===== config.mk =====
export PLATFORM = sky130hd
export DESIGN_NAME = parIoTop
export DESIGN_NICKNAME = d
export VERILOG_FILES = /design/src/rtl/parIoPkg.sv /design/src/rtl/parIoCtrl.sv /design/src/rtl/parIoData.sv /design/src/rtl/parIoTop.sv
export SDC_FILE = /design/constraint.sdc
export NUM_CORES = 1
export LEC_CHECK = 0
export ABC_CLOCK_PERIOD_IN_PS = 2009
export BUFFER_PORTS_ARGS = -buffer_cell sky130_fd_sc_hd__buf_4
export CORE_UTILIZATION = 47
export CTS_CLUSTER_DIAMETER = 50
export DETAILED_ROUTE_END_ITERATION = 10
export GPL_TIMING_DRIVEN = 0
export PLACE_DENSITY = 0.83
export SYNTH_ARGS = -nofsm -noshare
export SYNTH_HDL_FRONTEND = slang
export SYNTH_SLANG_ARGS = --single-unit

===== constraint.sdc =====
create_clock -name clk -period 2.01 [get_ports clk]
set_input_delay 0.402 -clock clk [delete_from_list [all_inputs] [get_ports clk]]
set_output_delay 0.402 -clock clk [all_outputs]
set_load 0.02 [all_outputs]

===== src/rtl/parIoPkg.sv =====
package parIoPkg;
  localparam int PORT_W = 8;
  localparam int NIB_W = 4;
  localparam int NUM_NIB = PORT_W / NIB_W;
  localparam int IDX_W = $clog2(PORT_W);

  // configuration word bit positions (decoded by the datapath)
  localparam int CFG_SEL_BIT = 7;
  localparam int DIR_A_BIT = 4;
  localparam int DIR_CHI_BIT = 3;
  localparam int DIR_B_BIT = 1;
  localparam int DIR_CLO_BIT = 0;
  localparam int CFG_W = PORT_W - 1;

  // all four direction bits set to input, mode fields zero
  localparam logic [CFG_W-1:0] CFG_RESET =
    CFG_W'((1 << DIR_A_BIT) | (1 << DIR_CHI_BIT) | (1 << DIR_B_BIT) | (1 << DIR_CLO_BIT));

  typedef enum logic [1:0] {
    SEL_A   = 2'b00,
    SEL_B   = 2'b01,
    SEL_C   = 2'b10,
    SEL_CFG = 2'b11
  } regSel_t;

  typedef struct packed {
    logic wrA;
    logic wrB;
    logic wrC;
    logic wrCfg;
    logic wrBit;
    logic [PORT_W-1:0] data;
  } busStrobe_t;
endpackage


===== src/rtl/parIoCtrl.sv =====
module parIoCtrl
  import parIoPkg::*;
(
  input  logic              clk,
  input  logic              rst,
  input  logic              csN,
  input  logic              rdN,
  input  logic              wrN,
  input  logic [1:0]        addr,
  input  logic [PORT_W-1:0] dataIn,
  output busStrobe_t        strobe,
  output logic              rdEn,
  output regSel_t           rdSel
);
  logic wrLowQ;
  logic access;
  logic wrFire;
  regSel_t sel;

  // remembers that the write strobe was already low at the previous edge
  always_ff @(posedge clk) begin
    if (rst) wrLowQ <= 1'b0;
    else     wrLowQ <= !wrN;
  end

  always_comb begin
    sel    = regSel_t'(addr);
    access = !csN;
    wrFire = access && !wrN && rdN && !wrLowQ;
    rdEn   = access && !rdN && wrN;
    rdSel  = sel;

    strobe       = '0;
    strobe.data  = dataIn;
    strobe.wrA   = wrFire && (sel == SEL_A);
    strobe.wrB   = wrFire && (sel == SEL_B);
    strobe.wrC   = wrFire && (sel == SEL_C);
    strobe.wrCfg = wrFire && (sel == SEL_CFG) && dataIn[CFG_SEL_BIT];
    strobe.wrBit = wrFire && (sel == SEL_CFG) && !dataIn[CFG_SEL_BIT];
  end
endmodule


===== src/rtl/parIoData.sv =====
module parIoData
  import parIoPkg::*;
(
  input  logic              clk,
  input  logic              rst,
  input  busStrobe_t        strobe,
  input  logic              rdEn,
  input  regSel_t           rdSel,
  output logic [PORT_W-1:0] dataOut,
  output logic              dataOe,
  input  logic [PORT_W-1:0] aPinIn,
  output logic [PORT_W-1:0] aPinOut,
  output logic [PORT_W-1:0] aPinOe,
  input  logic [PORT_W-1:0] bPinIn,
  output logic [PORT_W-1:0] bPinOut,
  output logic [PORT_W-1:0] bPinOe,
  input  logic [PORT_W-1:0] cPinIn,
  output logic [PORT_W-1:0] cPinOut,
  output logic [PORT_W-1:0] cPinOe
);
  logic [CFG_W-1:0]  cfgQ;
  logic [PORT_W-1:0] latA, latB, latC;
  logic [PORT_W-1:0] rdA, rdB, rdC;
  logic [IDX_W-1:0]  bitIdx;
  logic              bitVal;

  assign bitIdx = strobe.data[IDX_W:1];
  assign bitVal = strobe.data[0];

  always_ff @(posedge clk) begin
    if (rst) begin
      cfgQ <= CFG_RESET;
    end else if (strobe.wrCfg) begin
      cfgQ <= strobe.data[CFG_W-1:0];
    end
  end

  always_ff @(posedge clk) begin
    if (rst || strobe.wrCfg) begin
      latA <= '0;
      latB <= '0;
    end else begin
      if (strobe.wrA) latA <= strobe.data;
      if (strobe.wrB) latB <= strobe.data;
    end
  end

  always_ff @(posedge clk) begin
    if (rst || strobe.wrCfg) begin
      latC <= '0;
    end else if (strobe.wrC) begin
      latC <= strobe.data;
    end else if (strobe.wrBit) begin
      latC[bitIdx] <= bitVal;
    end
  end

  // ports A and B: whole-port direction
  assign rdA    = cfgQ[DIR_A_BIT] ? aPinIn : latA;
  assign rdB    = cfgQ[DIR_B_BIT] ? bPinIn : latB;
  assign aPinOe = {PORT_W{!cfgQ[DIR_A_BIT]}};
  assign bPinOe = {PORT_W{!cfgQ[DIR_B_BIT]}};

  // port C: each half has its own direction bit
  for (genvar g = 0; g < NUM_NIB; g++) begin : gCHalf
    localparam int DBIT = (g == 0) ? DIR_CLO_BIT : DIR_CHI_BIT;
    logic isIn;
    assign isIn = cfgQ[DBIT];
    assign rdC[g*NIB_W +: NIB_W]    = isIn ? cPinIn[g*NIB_W +: NIB_W] : latC[g*NIB_W +: NIB_W];
    assign cPinOe[g*NIB_W +: NIB_W] = {NIB_W{!isIn}};
  end

  assign aPinOut = latA;
  assign bPinOut = latB;
  assign cPinOut = latC;

  always_comb begin
    unique case (rdSel)
      SEL_A:   dataOut = rdA;
      SEL_B:   dataOut = rdB;
      SEL_C:   dataOut = rdC;
      default: dataOut = {1'b1, cfgQ};
    endcase
  end

  assign dataOe = rdEn;
endmodule


===== src/rtl/parIoTop.sv =====
module parIoTop
  import parIoPkg::*;
(
  input  logic       clk,
  input  logic       rst,
  input  logic       csN,
  input  logic       rdN,
  input  logic       wrN,
  input  logic [1:0] addr,
  input  logic [7:0] dataIn,
  output logic [7:0] dataOut,
  output logic       dataOe,
  input  logic [7:0] aPinIn,
  output logic [7:0] aPinOut,
  output logic [7:0] aPinOe,
  input  logic [7:0] bPinIn,
  output logic [7:0] bPinOut,
  output logic [7:0] bPinOe,
  input  logic [7:0] cPinIn,
  output logic [7:0] cPinOut,
  output logic [7:0] cPinOe
);
  busStrobe_t strobe;
  logic       rdEn;
  regSel_t    rdSel;

  parIoCtrl u_ctrl (
    .clk    (clk),
    .rst    (rst),
    .csN    (csN),
    .rdN    (rdN),
    .wrN    (wrN),
    .addr   (addr),
    .dataIn (dataIn),
    .strobe (strobe),
    .rdEn   (rdEn),
    .rdSel  (rdSel)
  );

  parIoData u_data (
    .clk     (clk),
    .rst     (rst),
    .strobe  (strobe),
    .rdEn    (rdEn),
    .rdSel   (rdSel),
    .dataOut (dataOut),
    .dataOe  (dataOe),
    .aPinIn  (aPinIn),
    .aPinOut (aPinOut),
    .aPinOe  (aPinOe),
    .bPinIn  (bPinIn),
    .bPinOut (bPinOut),
    .bPinOe  (bPinOe),
    .cPinIn  (cPinIn),
    .cPinOut (cPinOut),
    .cPinOe  (cPinOe)
  );
endmodule


=== Yosys cells after proc, flatten, opt, wreduce, memory -nomap -nowiden ===
Index checks and enable logic that the tools add are counted.

* Word-level logic and storage cells: 44
* Bits of input ports: 39
* Bits in registers: 32
* Output and inout port bits: 57

* Magnitude comparators: 2
* Multiplexer cells: 10
* Equal/unequal tests: 3
* Reductions and logical operators: 24

{| class="wikitable"
|+ Operator list
! operator !! count
|-
| two-way mux 8 bit || 4
|-
| one-hot mux 8 bit (3 select lines) || 1
|-
| logical AND 1 bit || 12
|-
| zero test 1 bit || 9
|-
| bitwise mux 8 bit || 1
|-
| two-way mux 4 bit || 2
|-
| equality test 2 bit, second input constant || 2
|-
| < comparator 3 x 4 -> 1 bit, second input constant || 1
|-
| demux 1 bit (select 3 bit) || 1
|-
| greater-or-equal comparator 3 x 1 -> 1 bit, second input constant || 1
|-
| equality test 2 x 1 -> 1 bit, second input constant || 1
|-
| zero test 2 bit || 1
|-
| nonzero test 2 bit || 1
|-
| logical OR 1 bit || 1
|-
| two-way mux 1 bit || 1
|}

=== Longest topological paths before layout ===
Gate-level depths: netlist of run 1.

* Depth after elaboration: 8
* Depth in mapped cells: 6
* Mapped depth without buffers: 4

=== By module ===
A second synthesis of run 1 with hierarchy kept.

* Cells, all modules: 235
* Area, all modules: 2074.5 um^2

{| class="wikitable"
|+ By module, submodules not included
! module !! cells each !! times used !! seq. area each (um^2) !! area each (um^2)
|-
| parIoData || 214 || 1 || 620.6 || 1901.8
|-
| parIoCtrl || 21 || 1 || 20.0 || 172.7
|}

=== Least setup slack after synthesis of run 1 ===
Ideal clock, no wire load.

* Kind: input-to-output
* Start: input addr[1]
* End: output dataOut[1]
* Path buffers: 2
* Arrival: 1.563 ns
* Slack: 0.045 ns
* Data required time: 1.608 ns
* Stages: 4
* Cell sequence: clkbuf_1 clkbuf_1 o21ai_0 o21ai_0

* Word-level cells in the longest chain between the ends: 2
* Elaborated cells on any way between the ends: 4
* Classes of those cells: eq/ne (2); mux (1); reduce/logical (1)

{| class="wikitable"
|+ RTL lines
! what !! line !! text
|-
| start, declared || parIoTop.sv:9 || <nowiki>input logic [1:0] addr,</nowiki>
|-
| equality test 2 bit (tied with other cells) || parIoData.sv:78 || <nowiki>unique case (rdSel)</nowiki>
|-
| one-hot mux 8 bit (3 select lines) * || parIoData.sv:78 ||
|-
| end, declared || parIoTop.sv:11 || <nowiki>output logic [7:0] dataOut,</nowiki>
|}

Every way passes the cells marked *; elsewhere a longest branch is shown, timed or not.

=== Worst setup path after layout of run 1 ===
* Start: register u_data.cfgQ[1]
* End: output dataOut[3]

* Word-level cells in the longest chain between the ends: 2

{| class="wikitable"
|+ RTL lines
! what !! line !! text
|-
| start, declared || parIoData.sv:21 || <nowiki>logic [CFG_W-1:0] cfgQ;</nowiki>
|-
| start signal, assigned || parIoData.sv:34 || <nowiki>cfgQ <= strobe.data[CFG_W-1:0];</nowiki>
|-
| two-way mux 8 bit || parIoData.sv:60 || <nowiki>assign rdB = cfgQ[DIR_B_BIT] ? bPinIn : latB;</nowiki>
|-
| one-hot mux 8 bit (3 select lines) || parIoData.sv:78 ||
|}

Every way passes these cells.

==> impl_table.tex, run 1 <==
\begin{tabular}{lr}
\hline
Metric & Value \\
\hline
\multicolumn{2}{l}{\textbf{Pwr}} \\
Power dissipated by switching net loads & 443 µW \\
Pwr Density & 474 nW/µm² \\
Highest ir drop seen on vdd & 0.000338 V \\
Combinational share of power & 0.229 \\
Clk pwr share & 0.340 \\
Switching power share of the total & 0.295 \\
Proportion of power drawn by flip-flops and latches & 0.431 \\
Leakage & 0.00157 µW \\
Internal power of the cells & 1060 µW \\
\multicolumn{2}{l}{\textbf{Layout}} \\
Share of layout cells above drive strength 1 & 0.575 \\
Number of antenna repair diodes & 0 \\
FILL cells & 349 \\
Area grow syn2layout & 46.7\% \\
Most used cells in the layout excluding fill and tap cells & 120 x buf\_4, 28 x dfxtp\_1, 24 x mux2i\_1 \\
Most common cell after layout, fill and taps aside & buf\_4 \\
Final nets & 384 \\
Core Util, Final & 0.721 \\
\multicolumn{2}{l}{\textbf{Global routing}} \\
GRT Total Usage & 0.266 \\
Maximum number of pins on one net before global-route repair & 13 \\
Number of global-route vias before repair & 2074 \\
Global route overflow & 0 \\
First-pass GRT wire length & 10100 µm \\
Number of antenna violations at the first check in global routing & 0 \\
\multicolumn{2}{l}{\textbf{Hold path}} \\
Path class of the lowest-slack min-delay path & in -> reg \\
Source of the worst hold timing path & wrN \\
Hold depth & 2 \\
\multicolumn{2}{l}{\textbf{CTS}} \\
CTS buffer count & 5 \\
Clock tree from TritonCTS & built \\
CTS sink cnt & 32 \\
Clock tree root buffer cell & clkbuf\_8 \\
Number of H-tree levels & 2 \\
Maximum number of buffers from clock root to sink & 2 \\
CTS clock-pin slew for the worst setup and hold paths & 0.08 ns \\
Number of hold-repair buffers added at the cts stage & 0 \\
Worst-Skew Late Latency & 0.30 ns \\
\multicolumn{2}{l}{\textbf{Worst setup path}} \\
Data arrival time of the critical path & 1.69 ns \\
Setup crit end kind & output port \\
Worst path required time & 1.61 ns \\
Worst r2r src & u\_ctrl.wrLowQ \\
Setup crit start kind & flop \\
Worst reg-to-reg path cell count & 5 \\
Kind of critical path & reg -> out \\
Maximum net fanout on the critical path & 8 \\
Worst Setup SP & u\_data.cfgQ[1] \\
\multicolumn{2}{l}{\textbf{Detailed routing}} \\
Total number of vias & 2123 \\
Drt first-iter violations & 99 \\
Via density & 5.33 \\
Routed WL per cell & 15.7 µm \\
Total wire length & 6230 µm \\
Remaining DRCs & 0 \\
First drt pass iteration count & 5 \\
Post-route antenna net violation count & 0 \\
\multicolumn{2}{l}{\textbf{Timing}} \\
Max Slew Vio Count & 0 \\
Setup repair after global routing missed its margin & true \\
Share of the clock period used by the worst path & 1.04 \\
Min cycle time layout & 2.10 ns \\
Final critical-path setup slack & -0.0854 ns \\
Setup Viol. Count Final & 4 \\
Highest clock frequency the design can meet & 477 MHz \\
Final sum of negative setup slack & -0.260 ns \\
Worst-margin pin slew & 0.614 ns \\
Number of hold violations in the final report & 0 \\
Clock tree skew after final layout & 0.0103 ns \\
Relative slew slack & 0.591 \\
\multicolumn{2}{l}{\textbf{Synth}} \\
Yosys synthesis warning count & 0 \\
Mean area per synthesized cell & 9.05 µm² \\
Number of distinct library cell variants in the gate-level netlist after synthesis & 43 \\
Sequential cell area fraction in the yosys report & 0.298 \\
Instance count of the mapped netlist & 238 \\
Primary FF master, synth & dfxtp\_1 \\
Biggest area contributors in the synthesized netlist & dfxtp\_1 30\%, mux2i\_1 11\%, mux2\_2 8.4\% \\
Leading area contributor after synthesis & dfxtp\_1 \\
Portion of synthesized cell area occupied by the leading cell type & 0.298 \\
Combined area of all synthesized cells & 2150 µm² \\
Share of async-settable or async-resettable flops after synthesis & 0 \\
Number of nets in the synthesized netlist & 277 \\
Number of enable-type register cells in the synthesized netlist & 0 \\
FF+latch count, synth & 32 \\
\multicolumn{2}{l}{\textbf{Die}} \\
Die Y & 69.7 µm \\
IO Pins & 96 \\
Starting Density & 0.491 \\
Die extent in x & 69.7 µm \\
Die area & 4860 µm² \\
Placeable core region & 4380 µm² \\
Number of rows created at floorplan & 24 \\
\multicolumn{2}{l}{\textbf{Place}} \\
Last weighted congestion value of the routability-driven placer & 0.886 \\
Port Buffers & 93 \\
Pre-CTS WS & -0.211 ns \\
Hpwl dp & 4530 µm \\
\multicolumn{2}{l}{\textbf{Run status}} \\
Violated checks & setup timing \\
Status & complete, but fails checks \\
\multicolumn{2}{l}{\textbf{Job}} \\
Max-cap violations & 0 \\
\hline
\end{tabular}
## cells in the mapped netlist, types with 2 or more instances
cell type,instances
buf_6,3
nor3b_1,3
nand3_1,3
a211o_1,4
nand2b_1,5
nor2b_1,2
o311ai_0,2
nor2_2,8
mux2i_1,24
nor3_1,5
nor2_1,23
a31oi_1,2
o21ai_0,15
nor4_2,2
buf_2,6
mux2_2,16
a21o_2,4
buf_4,21
nand2_1,6
inv_1,10
mux4_2,4
a21oi_1,8
a21oi_2,2
dfxtp_1,32
clkbuf_1,10
## final cells by class
type	instances	area (µm²)	area share
clock buffer	5	68.8	0.0218
clock inverter	3	23.8	0.00752
buffer	37	275	0.0871
tap	52	65.1	0.0206
multi-input combinational	155	1220	0.387
sequential	32	656	0.208
timing repair buffer	104	803	0.254
inverter	10	45.0	0.0143
## timing repair
| item | 4_1_cts | 5_1_grt |
|---|---|---|
| endpoints found under the setup margin | 24 | 8 |
| pin swaps | 0 | 1 |
| gates resized for setup | 29 | 8 |
| setup buffers | 6 | 5 |
## final timing paths
kind	slack, ns	endpoint
worst min register to register	0.52	u_data.cfgQ[2]
worst min-delay path	0.30	u_ctrl.wrLowQ
worst max-delay path	-0.09	dataOut[3]
worst max register to register	0.35	u_data.aPinOut[1]
## metal layers
metal / global-route usage / vias to the layer above / wire [µm]
li1: - / 1029 / -
met1: 0.318 / 965 / 2550
met2: 0.442 / 113 / 2920
met3: 0.0858 / 16 / 581
met4: 0.109 / 0 / 178
met5: 0 / - / 0
## power groups by stage
stage / Clock (µW) / Sequential, µW / Combinational (µW)
CTS: 513 / 646 / 336
global route: 546 / 647 / 366
floorplan: 0 / 670 / 171
finish: 510 / 646 / 343
detailed placement: 0 / 663 / 319
global placement: 0 / 663 / 314
## cell families (layout without fill, tap and decap cells)
family | Yosys count | after routing | synth area share
compound gates | 46 | 46 | 0.145
simple gates | 65 | 65 | 0.174
buf+inv | 51 | 159 | 0.147
flops | 32 | 32 | 0.297
mux | 44 | 44 | 0.237
## per-stage QoR
stage          power, µW  cell area (µm²)  hold WS [ns]  instances
6_report            1500             3160         0.299        398
3_3_place_gp         977             2920         0.485        383
4_1_cts             1490             3110         0.295        393
2_1_floorplan        841             2150         0.458        238
3_5_place_dp         982             2920         0.483        383
5_1_grt             1560             3160         0.297        398
## registers in the layout (all words and copies together), names as in the netlist
signal,flops
u_data.aPinOut,8
u_data.bPinOut,8
u_data.cPinOut,8
u_data.cfgQ,7
u_ctrl.wrLowQ,1
## worst max-delay path: stages, from the launching register on
cell     delay (ns)
dfxtp_4        0.44
mux2_4         0.32
mux4_2         0.48
buf_6          0.15
(Power assumes the default switching activity.)
==> inputs of run 2 (changes only) <==
- SKIP_CTS_REPAIR_TIMING: default -> 1
==> impl_table.tex, run 2 (synthesized netlist as in run 1, its figures left out) <==
\begin{tabular}{lr}
\hline
Metric & Value \\
\hline
\multicolumn{2}{l}{\textbf{Place}} \\
Hpwl dp & 4530 µm (unchanged) \\
Cell area after placement & 2920 µm² (unchanged) \\
Last weighted congestion value of the routability-driven placer & 0.886 (unchanged) \\
Port Buffers & 93 (unchanged) \\
\multicolumn{2}{l}{\textbf{Detailed routing}} \\
Wire length on met1 & 2580 µm (+0.90\%) \\
First drt pass iteration count & 4 (-1) \\
Post-route antenna net violation count & 0 (unchanged) \\
Sum of met3 wire segment lengths after detailed routing & 526 µm (-9.5\%) \\
Drt first-iter violations & 89 (-10\%) \\
Routed WL per cell & 15.8 µm (+0.94\%) \\
Total wire length & 6240 µm (+0.18\%) \\
Met2 WL post-DR & 3030 µm (+3.8\%) \\
Highest routed metal layer & met4 \\
Total number of vias & 2105 (-0.85\%) \\
Remaining DRCs & 0 (unchanged) \\
Via density & 5.33 (about the same) \\
\multicolumn{2}{l}{\textbf{Timing}} \\
Worst-margin pin slew & 0.606 ns (-0.00784 ns) \\
Max Slew Vio Count & 0 (unchanged) \\
Share of the clock period used by the worst path & 1.04 (-0.00735) \\
Number of hold violations in the final report & 0 (unchanged) \\
Final sum of negative setup slack & -0.225 ns (+0.0354 ns) \\
Setup Viol. Count Final & 6 (+2) \\
Relative slew slack & 0.596 (+0.00523) \\
Final critical-path setup slack & -0.0706 ns (+0.0148 ns) \\
Min cycle time layout & 2.08 ns (-0.0148 ns) \\
Highest clock frequency the design can meet & 481 MHz (+0.71\%) \\
Hold Slack & 0.298 ns (-0.000212 ns) \\
Clock tree skew after final layout & 0.0105 ns (+0.000132 ns) \\
Setup repair after global routing missed its margin & true \\
\multicolumn{2}{l}{\textbf{Pwr}} \\
Combinational share of power & 0.228 (about the same) \\
Internal power of the cells & 1050 µW (about the same) \\
Pwr Density & 478 nW/µm² (+0.70\%) \\
Proportion of power drawn by flip-flops and latches & 0.432 (about the same) \\
Switching power share of the total & 0.294 (-0.00125) \\
Clk pwr share & 0.340 (about the same) \\
Power dissipated by switching net loads & 440 µW (-0.68\%) \\
Leakage & 0.00156 µW (-0.22\%) \\
Highest ir drop seen on vdd & 0.000338 V (-0.19\%) \\
\multicolumn{2}{l}{\textbf{CTS}} \\
CTS clock-pin slew for the worst setup and hold paths & 0.08 ns (about the same) \\
Maximum number of buffers from clock root to sink & 2 (unchanged) \\
Number of H-tree levels & 2 (unchanged) \\
CTS sink cnt & 32 (unchanged) \\
Worst-Skew Late Latency & 0.30 ns (about the same) \\
CTS buffer count & 5 (unchanged) \\
Clock tree root buffer cell & clkbuf\_8 \\
Clock tree from TritonCTS & built \\
\multicolumn{2}{l}{\textbf{Global routing}} \\
Number of antenna violations at the first check in global routing & 0 (unchanged) \\
Maximum number of pins on one net before global-route repair & 13 (unchanged) \\
Number of global-route vias before repair & 2051 (-1.1\%) \\
Global route overflow & 0 (unchanged) \\
First-pass GRT wire length & 9880 µm (-2.3\%) \\
GRT Total Usage & 0.259 (-0.00768) \\
\multicolumn{2}{l}{\textbf{Die}} \\
Placeable core region & 4380 µm² (unchanged) \\
Starting Density & 0.491 (unchanged) \\
IO Pins & 96 (unchanged) \\
Die area & 4860 µm² (unchanged) \\
Number of rows created at floorplan & 24 (unchanged) \\
Die extent in x & 69.7 µm (unchanged) \\
Die Y & 69.7 µm (unchanged) \\
\multicolumn{2}{l}{\textbf{Worst setup path}} \\
Kind of critical path & reg -> out \\
Data arrival time of the critical path & 1.68 ns (about the same) \\
Setup crit end kind & output port \\
Maximum net fanout on the critical path & 6 (-2) \\
Worst path required time & 1.61 ns (about the same) \\
Setup crit start kind & flop \\
\multicolumn{2}{l}{\textbf{Layout}} \\
Area grow syn2layout & 45.3\% \\
Multi-input gate area in the final layout & 1230 µm² (+0.31\%) \\
Most common cell after layout, fill and taps aside & buf\_4 \\
Most used cells in the layout excluding fill and tap cells & 119 x buf\_4, 28 x dfxtp\_1, 24 x mux2i\_1 \\
FILL cells & 351 (+0.57\%) \\
Number of antenna repair diodes & 0 (unchanged) \\
Final nets & 381 (-0.78\%) \\
Reg area & 656 µm² (unchanged) \\
Finished Cell Area & 3130 µm² (-0.95\%) \\
Share of layout cells above drive strength 1 & 0.569 (-0.00663) \\
\multicolumn{2}{l}{\textbf{Run status}} \\
Status & complete, but fails checks \\
Violated checks & setup timing \\
\multicolumn{2}{l}{\textbf{Hold path}} \\
Path class of the lowest-slack min-delay path & in -> reg \\
\multicolumn{2}{l}{\textbf{Job}} \\
Max-cap violations & 0 (unchanged) \\
\hline
\end{tabular}
==> run 2: changes by cell type in the layout (fill, tap and decap cells not counted), sizes merged <==
cell      before  now
inv            8    9
clkinvlp       4    3
buf          136  133
==> run 2: cell type report <==
type | instances | area share
Multi-Input combinational cell | 155 | 0.392
Timing Repair Buffer | 101 | 0.247
Sequential cell | 32 | 0.210
Buffer | 37 | 0.0880
Clock buffer | 5 | 0.0220
Tap cell | 52 | 0.0208
Inverter | 10 | 0.0132
Clock inverter | 3 | 0.00760
==> run 2: final timing paths <==
path,to,slack (ns),cells past startpoint,startpoint
min,u_ctrl.wrLowQ,0.30,2,wrN
max reg2reg,u_data.aPinOut[1],0.30,5,u_ctrl.wrLowQ
min reg2reg,u_data.cfgQ[6],0.51,2,u_data.cfgQ[6]
max,dataOut[3],-0.07,3,u_data.cfgQ[4]
==> run 2: metrics by stage <==
| step | cells | utilization | setup slack, ns | power (µW) |
|---|---|---|---|---|
| 6_report | 395 | 0.714 | -0.0706 | 1490 |
| 4_1_cts | 391 | 0.686 | -0.538 | 1480 |
| 5_1_grt | 395 | 0.714 | -0.101 | 1560 |
| 3_5_place_dp | 383 | 0.665 | -0.211 | 982 |
| 3_3_place_gp | 383 | 0.665 | -0.195 | 977 |
| 2_1_floorplan | 238 | - | 0.0454 | 841 |
==> run 2: metal layers <==
layer / global-route usage / up-vias
met5: 0 / -
met4: 0.102 / 0
met3: 0.0858 / 11
met2: 0.430 / 94
met1: 0.308 / 979
li1: - / 1021
==> run 2: power groups by stage <==
stage / Sequential (µW) / Clock (µW) / Combinational, µW
detailed placement: 663 / 0 / 319
global placement: 663 / 0 / 314
CTS: 649 / 513 / 321
finish: 646 / 508 / 341
global route: 647 / 544 / 364
floorplan: 670 / 0 / 171
==> run 2: worst max-delay path, cell delays in order (launching register included) <==
cell     delay (ns)
dfxtp_4        0.40
mux2_2         0.35
mux4_2         0.48
buf_6          0.15
